--- config.mk ---
export PLATFORM = sky130hd
export DESIGN_NAME = basis_convert
export DESIGN_NICKNAME = d
export VERILOG_FILES = /design/src/rtl/bconv_pkg.sv /design/src/rtl/bconv_rom.sv /design/src/rtl/bconv_dot.sv /design/src/rtl/bconv_seq.sv /design/src/rtl/basis_convert.sv
export SDC_FILE = /design/constraint.sdc
export NUM_CORES = 1
export LEC_CHECK = 0
export BUFFER_PORTS_ARGS = -buffer_cell sky130_fd_sc_hd__clkbuf_2
export CELL_PAD_IN_SITES_DETAIL_PLACEMENT = 1
export CELL_PAD_IN_SITES_GLOBAL_PLACEMENT = 1
export CORE_ASPECT_RATIO = 1.75
export CORE_MARGIN = 2
export CORE_UTILIZATION = 35
export CTS_CLUSTER_DIAMETER = 120
export DETAILED_ROUTE_END_ITERATION = 10
export GPL_ROUTABILITY_DRIVEN = 0
export GPL_TIMING_DRIVEN = 0
export PLACE_DENSITY = 0.75
export SLEW_MARGIN = 0
export SYNTH_ARGS = -nofsm -noshare
export SYNTH_HDL_FRONTEND = slang
export SYNTH_SLANG_ARGS = --single-unit
--- constraint.sdc ---
create_clock -name clk -period 2 [get_ports clk]
set_input_delay 0.1 -clock clk [delete_from_list [all_inputs] [get_ports clk]]
set_output_delay 0.1 -clock clk [all_outputs]
set_load 0.05 [all_outputs]
--- src/rtl/bconv_pkg.sv ---
package bconv_pkg;
  localparam int MAX_M = 32;

  typedef enum logic [1:0] {S_IDLE, S_RUN, S_HOLD} conv_state_t;

  function automatic int num_digits(int m, int d);
    return (m + d - 1) / d;
  endfunction

  // Default matrix: row r has ones in columns 0..r (prefix parity map).
  function automatic logic [MAX_M*MAX_M-1:0] lower_tri(int m);
    logic [MAX_M*MAX_M-1:0] mat;
    mat = '0;
    for (int r = 0; r < m; r++)
      for (int c = 0; c <= r; c++)
        mat[r*m + c] = 1'b1;
    return mat;
  endfunction
endpackage

--- src/rtl/bconv_rom.sv ---
module bconv_rom #(
  parameter int M = 7,
  parameter int DW = 2,
  parameter int IW = 2,
  parameter logic [M*M-1:0] MATRIX = '0
) (
  input  logic [IW-1:0]   digit_idx,
  output logic [DW*M-1:0] rows
);
  // One read returns DW consecutive rows; indices past M read as zero.
  always_comb begin
    int r;
    rows = '0;
    for (int j = 0; j < DW; j++) begin
      r = int'(digit_idx) * DW + j;
      if (r < M) rows[j*M +: M] = MATRIX[r*M +: M];
    end
  end
endmodule

--- src/rtl/bconv_dot.sv ---
module bconv_dot #(
  parameter int M = 7,
  parameter int DW = 2
) (
  input  logic [DW*M-1:0] rows,
  input  logic [M-1:0]    vec,
  output logic [DW-1:0]   bits
);
  for (genvar j = 0; j < DW; j++) begin : g_lane
    assign bits[j] = ^(rows[j*M +: M] & vec);
  end
endmodule

--- src/rtl/bconv_seq.sv ---
module bconv_seq
  import bconv_pkg::*;
#(
  parameter int M = 7,
  parameter int DW = 2,
  parameter int NDIG = 4,
  parameter int IW = 2
) (
  input  logic          clk,
  input  logic          rst_n,
  input  logic          in_valid,
  output logic          in_ready,
  input  logic [M-1:0]  in_vec,
  output logic          out_valid,
  input  logic          out_ready,
  output logic [M-1:0]  out_vec,
  output logic [IW-1:0] digit_idx,
  output logic [M-1:0]  held_vec,
  input  logic [DW-1:0] digit_bits
);
  localparam logic [IW-1:0] LAST = IW'(NDIG - 1);

  conv_state_t st;
  logic [IW-1:0] cnt;
  logic [M-1:0]  xreg;
  logic [M-1:0]  acc;

  always_ff @(posedge clk) begin
    if (!rst_n) begin
      st   <= S_IDLE;
      cnt  <= '0;
      xreg <= '0;
      acc  <= '0;
    end else begin
      case (st)
        S_IDLE: if (in_valid) begin
          xreg <= in_vec;
          cnt  <= '0;
          st   <= S_RUN;
        end
        S_RUN: begin
          for (int j = 0; j < DW; j++)
            if (int'(cnt) * DW + j < M) acc[int'(cnt) * DW + j] <= digit_bits[j];
          if (cnt == LAST) st <= S_HOLD;
          else cnt <= cnt + 1'b1;
        end
        S_HOLD: if (out_ready) st <= S_IDLE;
        default: st <= S_IDLE;
      endcase
    end
  end

  assign in_ready  = (st == S_IDLE);
  assign out_valid = (st == S_HOLD);
  assign out_vec   = acc;
  assign digit_idx = cnt;
  assign held_vec  = xreg;

  a_r3_busy_after_accept: assert property (@(posedge clk) disable iff (!rst_n)
    in_valid && in_ready |=> !in_ready && !out_valid);
  a_r3_operand_held: assert property (@(posedge clk) disable iff (!rst_n)
    (st == S_RUN) |=> $stable(xreg));
  a_r2_digit_step: assert property (@(posedge clk) disable iff (!rst_n)
    (st == S_RUN) && (cnt != LAST) |=> (cnt == $past(cnt) + 1'b1) && !out_valid);
  a_r4_hold_stable: assert property (@(posedge clk) disable iff (!rst_n)
    out_valid && !out_ready |=> out_valid && $stable(out_vec));
  a_r5_release: assert property (@(posedge clk) disable iff (!rst_n)
    out_valid && out_ready |=> !out_valid && in_ready);
endmodule

--- src/rtl/basis_convert.sv ---
module basis_convert #(
  parameter int M = 7,
  parameter int D = 2,
  parameter logic [M*M-1:0] MATRIX = (M*M)'(bconv_pkg::lower_tri(M))
) (
  input  logic         clk,
  input  logic         rst_n,
  input  logic         in_valid,
  output logic         in_ready,
  input  logic [M-1:0] in_vec,
  output logic         out_valid,
  input  logic         out_ready,
  output logic [M-1:0] out_vec
);
  localparam int DW   = (D > M) ? M : D;
  localparam int NDIG = bconv_pkg::num_digits(M, DW);
  localparam int IW   = (NDIG > 1) ? $clog2(NDIG) : 1;

  logic [DW*M-1:0] rows;
  logic [DW-1:0]   bits;
  logic [IW-1:0]   digit_idx;
  logic [M-1:0]    dot_vec;

  bconv_rom #(.M(M), .DW(DW), .IW(IW), .MATRIX(MATRIX)) u_rom (
    .digit_idx(digit_idx),
    .rows(rows)
  );

  bconv_dot #(.M(M), .DW(DW)) u_dot (
    .rows(rows),
    .vec(dot_vec),
    .bits(bits)
  );

  if (NDIG == 1) begin : g_comb
    assign digit_idx = '0;
    assign dot_vec   = in_vec;
    assign out_vec   = bits;
    assign out_valid = in_valid;
    assign in_ready  = out_ready;
  end else begin : g_serial
    bconv_seq #(.M(M), .DW(DW), .NDIG(NDIG), .IW(IW)) u_seq (
      .clk(clk),
      .rst_n(rst_n),
      .in_valid(in_valid),
      .in_ready(in_ready),
      .in_vec(in_vec),
      .out_valid(out_valid),
      .out_ready(out_ready),
      .out_vec(out_vec),
      .digit_idx(digit_idx),
      .held_vec(dot_vec),
      .digit_bits(bits)
    );
  end

  a_r8_reset_idle: assert property (@(posedge clk)
    !rst_n |=> !out_valid);
endmodule

Word level (Yosys, flattened, before mapping). Cells that the tools add are included. Widths: inputs -> output; s select.

Memory bits (read-only): 0. Bits in writable memories: 0. Bits in registers: 18. Bits in latches: 0. Memories: 0. Output and inout bits: 9.

Shift operators: 2. Eq/ne operators: 7. Bitwise operators: 2. Div/mod/pow operators: 0. Add/subtract/negate cells: 2. Multiplexer cells: 19. Reductions and logical operators: 9. $mul: 2. Order comparisons: 6.

Operators with widths (number): $shiftx 49x32->7 const A (2); $mux 7 (6); $ge 32x1->1 const B (1); $lt 32x4->1 const B (1); $lt 32x5->1 const B (1); $mul 32x4->32 const B (1); $and 7x7->7 (2); $bwmux 7 (2); $reduce_xor 7->1 (2); $mux 2 (5); $pmux 2 s3 (1); $reduce_and 3->1 (2); $mul 2x3->5 const B (1); $add 3x1->4 const B (1); $eq 2x2->1 const B (2); $lt 3x4->1 const B (1); $ne 2x1->1 const B (2); $ne 2x2->1 const B (2); $pmux 2 s2 (1); $demux 1 s3 (1); $ge 3x1->1 const B (1); $lt 3x3->1 const B (1); $add 2x1->2 const B (1); $demux 1 s2 (1); other kinds (6) (8).

Logic depth before layout (Yosys ltp). Gate-level depths: netlist of run 1.

Depth in word-level cells: 11. Gate-level depth with buffers: 7. Gate-level depth less buffers: 7.

Modules after synthesis. A second synthesis of run 1 with hierarchy kept.

Cells, all modules: 118. Area total of the unflattened synthesis: 1153.6 sq um.

Modules (own cells, without submodules): bconv_seq (cells each 77, area each 835.8 sq um, times used 1, sequential area each 360.3 sq um); bconv_dot (cells each 22, area each 177.7 sq um, times used 1, sequential area each 0.0 sq um); bconv_rom (cells each 19, area each 140.1 sq um, times used 1, sequential area each 0.0 sq um).

Worst setup path after synthesis of run 1. OpenSTA, ideal clock, no wires.

Kind: reg-to-reg. Start: register g_serial.u_seq.cnt[0] (netlist: g_serial.u_seq.digit_idx[0]). End: register g_serial.u_seq.acc[1] (netlist: g_serial.u_seq.out_vec[1]). Arrival: 1.657 ns. Cell stages (with the launch flop): 8. Setup slack: 0.220 ns. Path buffers: 0. Period minus slack after synthesis: 1.780 ns. Library setup time: 0.123 ns. Cell sequence: dfxtp_1 -> inv_1 -> ha_1 -> mux2_1 -> and3_1 -> xor2_1 -> xnor2_1 -> o21ai_1.

Longest elaborated chain between the ends: 11. Elaborated cells between the ends (all ways): 24. Classes of those cells: 1 x add/sub; 2 x mul; 4 x order compare; 2 x shift; 10 x mux; 2 x bitwise; 3 x reduce/logical.

RTL lines: from (decl) (line bconv_seq.sv:24) `logic [IW-1:0] cnt;`; from (signal assigned) (line bconv_seq.sv:45) `else cnt <= cnt + 1'b1;`; branches (longest 10 deep; another with $mul 32x4->32); $mux 7 (*) (line bconv_seq.sv:43) `if (int'(cnt) * DW + j < M) acc[int'(cnt) * DW + j] <= digit_bits[j];`; to (decl) (line bconv_seq.sv:26) `logic [M-1:0] acc;`.

Mark *: on every way between the ends. The select of a mux whose other input is x is not followed. A chain may end at the register's enable or synchronous reset.

Worst setup path in the final report of run 1.
Start: register g_serial.u_seq.cnt[0] (netlist: g_serial.u_seq.digit_idx[0]). End: register g_serial.u_seq.acc[5] (netlist: g_serial.u_seq.out_vec[5]).

The elaborated chain is that of the path after synthesis.

==> results of run 1 <==
sequential cells by signal (all words and copies together), names as in the netlist:
signal	count
g_serial.u_seq.digit_idx	2
g_serial.u_seq.out_vec	7
g_serial.u_seq.held_vec	7
g_serial.u_seq.st	2
worst register-to-register path: cells and delay by family, from the launching register on:
kind            cells  cell delay [ps]
compound gates      1               90
mux                 1              340
xor+xnor            2              380
fa+ha+maj           1              270
simple gates        1              190
flops               1              350
buf+inv             1              130
placed cells by master, fill, tap and decap left out, drive strengths merged:
| cell type | Yosys | routed |
|---|---|---|
| buf | 2 | 2 |
| ha | 7 | 7 |
| mux2 | 1 | 1 |
| inv | 3 | 3 |
| xnor2 | 10 | 10 |
| nor2b | 7 | 7 |
| nand2 | 23 | 23 |
| xor2 | 2 | 2 |
| nand4 | 1 | 1 |
| o21ai | 7 | 7 |
| nand3 | 13 | 13 |
| a22oi | 1 | 1 |
| nor3b | 1 | 1 |
| dfxtp | 18 | 18 |
| nor2 | 5 | 5 |
| and2 | 2 | 2 |
| a21boi | 8 | 8 |
| mux2i | 2 | 2 |
| clkbuf | 2 | 25 |
| nand2b | 1 | 1 |
| and3 | 1 | 1 |
routing by layer:
layer / part of all wire [%] / track usage, %
met1: 35 / 15.08
met2: 60 / 31.05
met3: 2.8 / 2.457
met4: 1.7 / 5.724
met5: 0 / 0
how the worst max path moves through the flow:
stage | from | end | slack (ps) | depth (start not counted)
after floorplan | g_serial.u_seq.digit_idx[0] | g_serial.u_seq.out_vec[1] | 220 | 7
after global placement | g_serial.u_seq.digit_idx[0] | g_serial.u_seq.out_vec[5] | 30 | 7
after detailed placement | g_serial.u_seq.digit_idx[0] | g_serial.u_seq.out_vec[1] | -6 | 7
after CTS | g_serial.u_seq.digit_idx[0] | g_serial.u_seq.out_vec[5] | 30 | 7
after global routing | g_serial.u_seq.digit_idx[0] | g_serial.u_seq.out_vec[3] | 20 | 7
final | g_serial.u_seq.digit_idx[0] | g_serial.u_seq.out_vec[5] | 140 | 7
cell type report:
class / instances / area [µm²] / share of cell area (%)
multi-input cells: 92 / 586.8 / 50.48
flip-flops and latches: 18 / 362.8 / 31.22
repair buffers: 19 / 95.09 / 8.181
clock buffers: 4 / 55.05 / 4.736
well taps: 27 / 33.78 / 2.906
plain buffers: 4 / 17.52 / 1.507
inverters: 3 / 11.26 / 0.9688
power by group:
part | internal [mW] | switching [mW] | total (mW)
clock network | 0.175 | 0.126 | 0.301
registers | 0.374 | 0.0149 | 0.389
logic | 0.0537 | 0.0802 | 0.134
total | 0.602 | 0.221 | 0.823
Yosys cell counts:
| cell | count | area, µm² |
|---|---|---|
| nand2_1 | 23 | 86.33 |
| dfxtp_1 | 18 | 360.4 |
| nand3_1 | 13 | 65.06 |
| xnor2_1 | 10 | 87.58 |
| a21boi_0 | 8 | 60.06 |
| ha_1 | 7 | 87.58 |
| nor2b_1 | 7 | 43.79 |
| nor2_1 | 5 | 18.77 |
| o21ai_0 | 4 | 20.02 |
| inv_1 | 3 | 11.26 |
| o21ai_1 | 3 | 15.01 |
| and2_1 | 2 | 12.51 |
| buf_2 | 2 | 10.01 |
| clkbuf_1 | 2 | 7.510 |
| mux2i_1 | 2 | 20.02 |
| xor2_1 | 2 | 17.52 |
| a22oi_1 | 1 | 7.510 |
| and3_1 | 1 | 6.260 |
| mux2_1 | 1 | 11.26 |
| nand2b_1 | 1 | 6.260 |
| nand4_1 | 1 | 6.260 |
| nor3b_1 | 1 | 7.510 |
cells by family (layout without fill, tap and decap cells):
logic type	after synthesis	after routing	synth area share, %
compound gates	16	16	10.59
xor+xnor	12	12	10.85
fa+ha+maj	7	7	9.044
buf+inv	7	30	2.972
flops	18	18	37.21
mux	3	3	3.230
simple gates	54	54	26.10
==> metrics, run 1 <==
Tightest Hold Check Type=input port to flop; All-Layer GR Usage=15.59%; total CTS buffers=3; fin util=43.72%; Setup WS pre-CTS=-5.578 ps; fin crit period=1864 ps; final worst-path cycle share=93.18%; TNS Setup=0 ps; crit path cell chain=inv_1 -> ha_1 -> mux2_1 -> and3_1 -> xor2_1 -> xnor2_2 -> o21ai_1; initial antenna violation count=0; CTS root buf=clkbuf_8; WP buf/inv=1; critical path endpoint category=flop; first-pass iteration count of the detailed router=4; Fillers=350; Cell Pwr Density=708.4 nW/µm²; post-route cell area=1162 µm²; Setup Viol. Count Final=0; Die X-Extent=43.77 µm; # hold bufs at CTS=0; share of layout cells above drive strength 1=20.00%; R2R depth=7; Yosys cell types=22; Final Hold Slack=72.50 ps; relative slew slack=73.04%; # rows=25; Congestion Overflow GR=0; DIE AREA=3220 µm²; Hold Path End=g_serial.u_seq.held_vec[5]; Routed Antenna Nets=0; largest buffer count on any clock path=2; Chip Height=73.59 µm; FMAX=536.6 MHz; IO Port Bufs=19; nets=159; critical path's top delay family=XOR/XNOR gates; cell area after synthesis=968.4 µm²; Ys Warns=0; Post-Syn Nets=135; hold depth=3; Cell Count, Final, Fillers Out=167; critical path class=flop to flop; vias per cell=5.198; placed cells=163; CTS tree=done; status=finished clean; final WL=2.233 mm; Worst Max-Slew Pin Slew=404.3 ps; post-CTS repair timing setup buffer count=0; Design Power=0.8234 mW; Max Cap Viol=0; Reg clk slew, reported paths=70 ps; first-pass GRT wire length=3.864 mm; worst reg2reg path startpoint=g_serial.u_seq.digit_idx[0]; TritonCTS Sinks=18; Fin. Hold Viols=0; Mapped Cells=117; Arrival @ worst endpoint=2000 ps; Core Region=2659 µm²; via count of the routed design=868; RSZ-0062 raised after global routing=false; Leak=0.4744 nW; HP Start=in_vec[5]; syn_area_per_cell=8.277 µm²; Crit path required time=2140 ps; flop2flop setup slack=140 ps; largest fanout on the critical path=5; DRC=0; DR WL/cell=13.37 µm; slowest cell on the critical path=dfxtp_2; Iter 0 DRT Violations=26; H-tree depth=1; synthesis-to-layout area growth=20.03%; n_diodes=0; num ports=20; Final HPWL DP=1.848 mm; Critical Path Max Stage Delay=350 ps; pin count of the biggest net entering global routing=11; synthesized flop and latch total=18; clock skew=4.694 ps; PostCTS Resize Cnt=1; sequential area share after synthesis=37.21%; fin worst setup slack=136.3 ps; final count of pins violating max slew=0; Initial Util=36.42%; r2r endpoint=g_serial.u_seq.out_vec[5]; Worst-Skew Late Latency=250 ps; Max rail drop VDD=0.4361 mV; DP Area=1097 µm²; number of global-route vias before repair=956; CP Launch Type=flop
Power figures use the tool's default switching activity.
==> run 2: changes to the inputs <==
--- a/config.mk
+++ b/config.mk
@@ -10,12 +10,12 @@
 export CELL_PAD_IN_SITES_GLOBAL_PLACEMENT = 1
 export CORE_ASPECT_RATIO = 1.75
 export CORE_MARGIN = 2
-export CORE_UTILIZATION = 35
+export CORE_UTILIZATION = 38
 export CTS_CLUSTER_DIAMETER = 120
 export DETAILED_ROUTE_END_ITERATION = 10
 export GPL_ROUTABILITY_DRIVEN = 0
 export GPL_TIMING_DRIVEN = 0
-export PLACE_DENSITY = 0.75
+export PLACE_DENSITY = 0.8
 export SLEW_MARGIN = 0
 export SYNTH_ARGS = -nofsm -noshare
 export SYNTH_HDL_FRONTEND = slang
==> run 2 against run 1 <==
  * Routed wire length up 2.4%
  * Worst setup slack better by 19 ps
  * Critical endpoint is now g_serial.u_seq.out_vec[3]
  * Highest routed layer unchanged
  * Flip-flop and latch count stayed put
  * Largest cell class unchanged
==> metrics, run 2 (synthesis results as in run 1) <==
status=finished clean; CTS tree=done; Setup WS pre-CTS=-4.843 ps (+0.7345 ps); # rows=24 (-4.0%); Final HPWL DP=1.879 mm (+1.7%); final count of pins violating max slew=0 (unchanged); All-Layer GR Usage=17.89% (+2.3 points); DRC=0 (unchanged); Crit path required time=2140 ps (about the same); final WL=2.287 mm (+2.4%); DIE AREA=2984 µm² (-7.3%); Comb pwr share=17.0% (+0.7 points); Setup Viol. Count Final=0 (unchanged); slowest cell on the critical path=dfxtp_2; WP buf/inv=1 (unchanged); nets=159 (unchanged); critical path class=flop to flop; commonest cells after routing, fill and taps aside=23 x nand2_1, 19 x clkbuf_2, 16 x dfxtp_1; total CTS buffers=3 (unchanged); Pint=0.5617 mW (-6.7%); RSZ-0062 raised after global routing=false; fin util=46.60% (+2.9 points); Die X-Extent=42.16 µm (-3.7%); fin crit period=1845 ps (-19.06 ps); clock skew=6.470 ps (+1.776 ps); pin count of the biggest net entering global routing=11 (unchanged); DR WL/cell=13.86 µm (+3.7%); Chip Height=70.78 µm (-3.8%); largest fanout on the critical path=5 (unchanged); multi-input combinational cell area=586.8 µm² (unchanged); n_diodes=0 (unchanged); fin worst setup slack=155.4 ps (+19.06 ps); relative slew slack=70.90% (-2.1 points); share of layout cells above drive strength 1=19.42% (-0.58 points); Net Sw Frac=28.49% (+1.6 points); TritonCTS Sinks=18 (unchanged); # hold bufs at CTS=0 (unchanged); crit path cell chain=inv_1 -> ha_1 -> mux2_1 -> and3_1 -> xor2_1 -> xnor2_2 -> o21ai_1; critical path's top delay family=flip-flops; CTS root buf=clkbuf_8; Worst Max-Slew Pin Slew=436.6 ps (+32.23 ps); Sequential Power Share=49.4% (+2.2 points); via count of the routed design=872 (+0.46%); Leak=0.4673 nW (-1.5%); largest buffer count on any clock path=2 (unchanged); clock power share=33.5% (-3.0 points); Core Region=2462 µm² (-7.4%); Final Hold Slack=66.81 ps (-5.693 ps); synthesis-to-layout area growth=18.48%; Worst-Skew Late Latency=260 ps (about the same); Max rail drop VDD=0.3229 mV (-26%); H-tree depth=1 (unchanged); Max Cap Viol=0 (unchanged); CP Launch Type=flop; commonest non-fill, non-tap cell in the layout=nand2_1; critical path endpoint category=flop; Arrival @ worst endpoint=1990 ps (about the same); switching power=0.2238 mW (+1.3%); number of global-route vias before repair=978 (+2.3%); IO Port Bufs=19 (unchanged); Iter 0 DRT Violations=13 (-50%); num ports=20 (unchanged); Initial Util=39.33% (+2.9 points); TNS Setup=0 ps (unchanged); Fin. Hold Viols=0 (unchanged); Seq. cell area=362.8 µm² (unchanged); first-pass iteration count of the detailed router=4 (unchanged); initial antenna violation count=0 (unchanged); first-pass GRT wire length=4.057 mm (+5.0%); Congestion Overflow GR=0 (unchanged); Cell Count, Final, Fillers Out=165 (-1.2%); post-CTS repair timing setup buffer count=0 (unchanged); Reg clk slew, reported paths=70 ps (about the same); Tightest Hold Check Type=input port to flop; placed cells=162 (-0.61%); vias per cell=5.285 (+1.7%); Fillers=332 (-5.1%); Critical Path Max Stage Delay=380 ps (+30 ps); final worst-path cycle share=92.23% (-0.95 points); flop2flop setup slack=160 ps (+20 ps); Routed Antenna Nets=0 (unchanged); Cell Pwr Density=684.7 nW/µm² (-3.3%); FMAX=542.1 MHz (+1.0%)
==> run 2: changes by cell type in the layout (fill, tap and decap cells not counted), sizes merged <==
cell    delta
clkbuf     -1
==> run 2: tightest hold or removal path: stages <==
cell,delay [ps]
clkbuf_2,80
nand2_1,40
a21boi_0,60
==> run 2: routing by layer <==
metal / share of wire, % / up-vias / GRT usage (%)
met4: 4.5 / 0 / 13.54
met3: 2.0 / 9 / 2.296
met5: 0 / - / 0
li1: - / 428 / -
met2: 60 / 18 / 35.56
met1: 33 / 417 / 14.72
==> run 2: final cells by class <==
type	count	share of cell area, %
buffer	4	1.527
clock buffer	3	3.599
inverter	3	0.9815
multi-input combinational	92	51.15
sequential	18	31.62
tap	26	2.835
timing repair buffer	19	8.288
==> run 2: path summary, 6_finish.rpt <==
| kind | start | endpoint | depth (start not counted) |
|---|---|---|---|
| max | g_serial.u_seq.digit_idx[0] | g_serial.u_seq.out_vec[3] | 7 |
| min | in_vec[4] | g_serial.u_seq.held_vec[4] | 3 |
| max reg2reg | g_serial.u_seq.digit_idx[0] | g_serial.u_seq.out_vec[3] | 7 |
| min reg2reg | g_serial.u_seq.out_vec[1] | g_serial.u_seq.out_vec[1] | 2 |
==> run 2: power groups by stage <==
stage | clock network (mW) | logic, mW | registers, mW
detailed placement | 0 | 0.131 | 0.397
finish | 0.263 | 0.134 | 0.388
global placement | 0 | 0.125 | 0.395
floorplan | 0 | 0.0843 | 0.403
global route | 0.277 | 0.150 | 0.391
CTS | 0.267 | 0.135 | 0.388
==> run 2: repair_timing <==
| action | in CTS | in global routing |
|---|---|---|
| resized for setup | 1 | 2 |
| setup endpoints to repair | 3 | 3 |
| pin swaps | 0 | 0 |
==> run 2: through the flow <==
step / cell area [µm²] / total power [mW]
after floorplan: 968.4 / 0.4877
after global placement: 1096 / 0.5207
after detailed placement: 1096 / 0.5277
after CTS: 1145 / 0.7905
after global routing: 1147 / 0.8178
final: 1147 / 0.7855
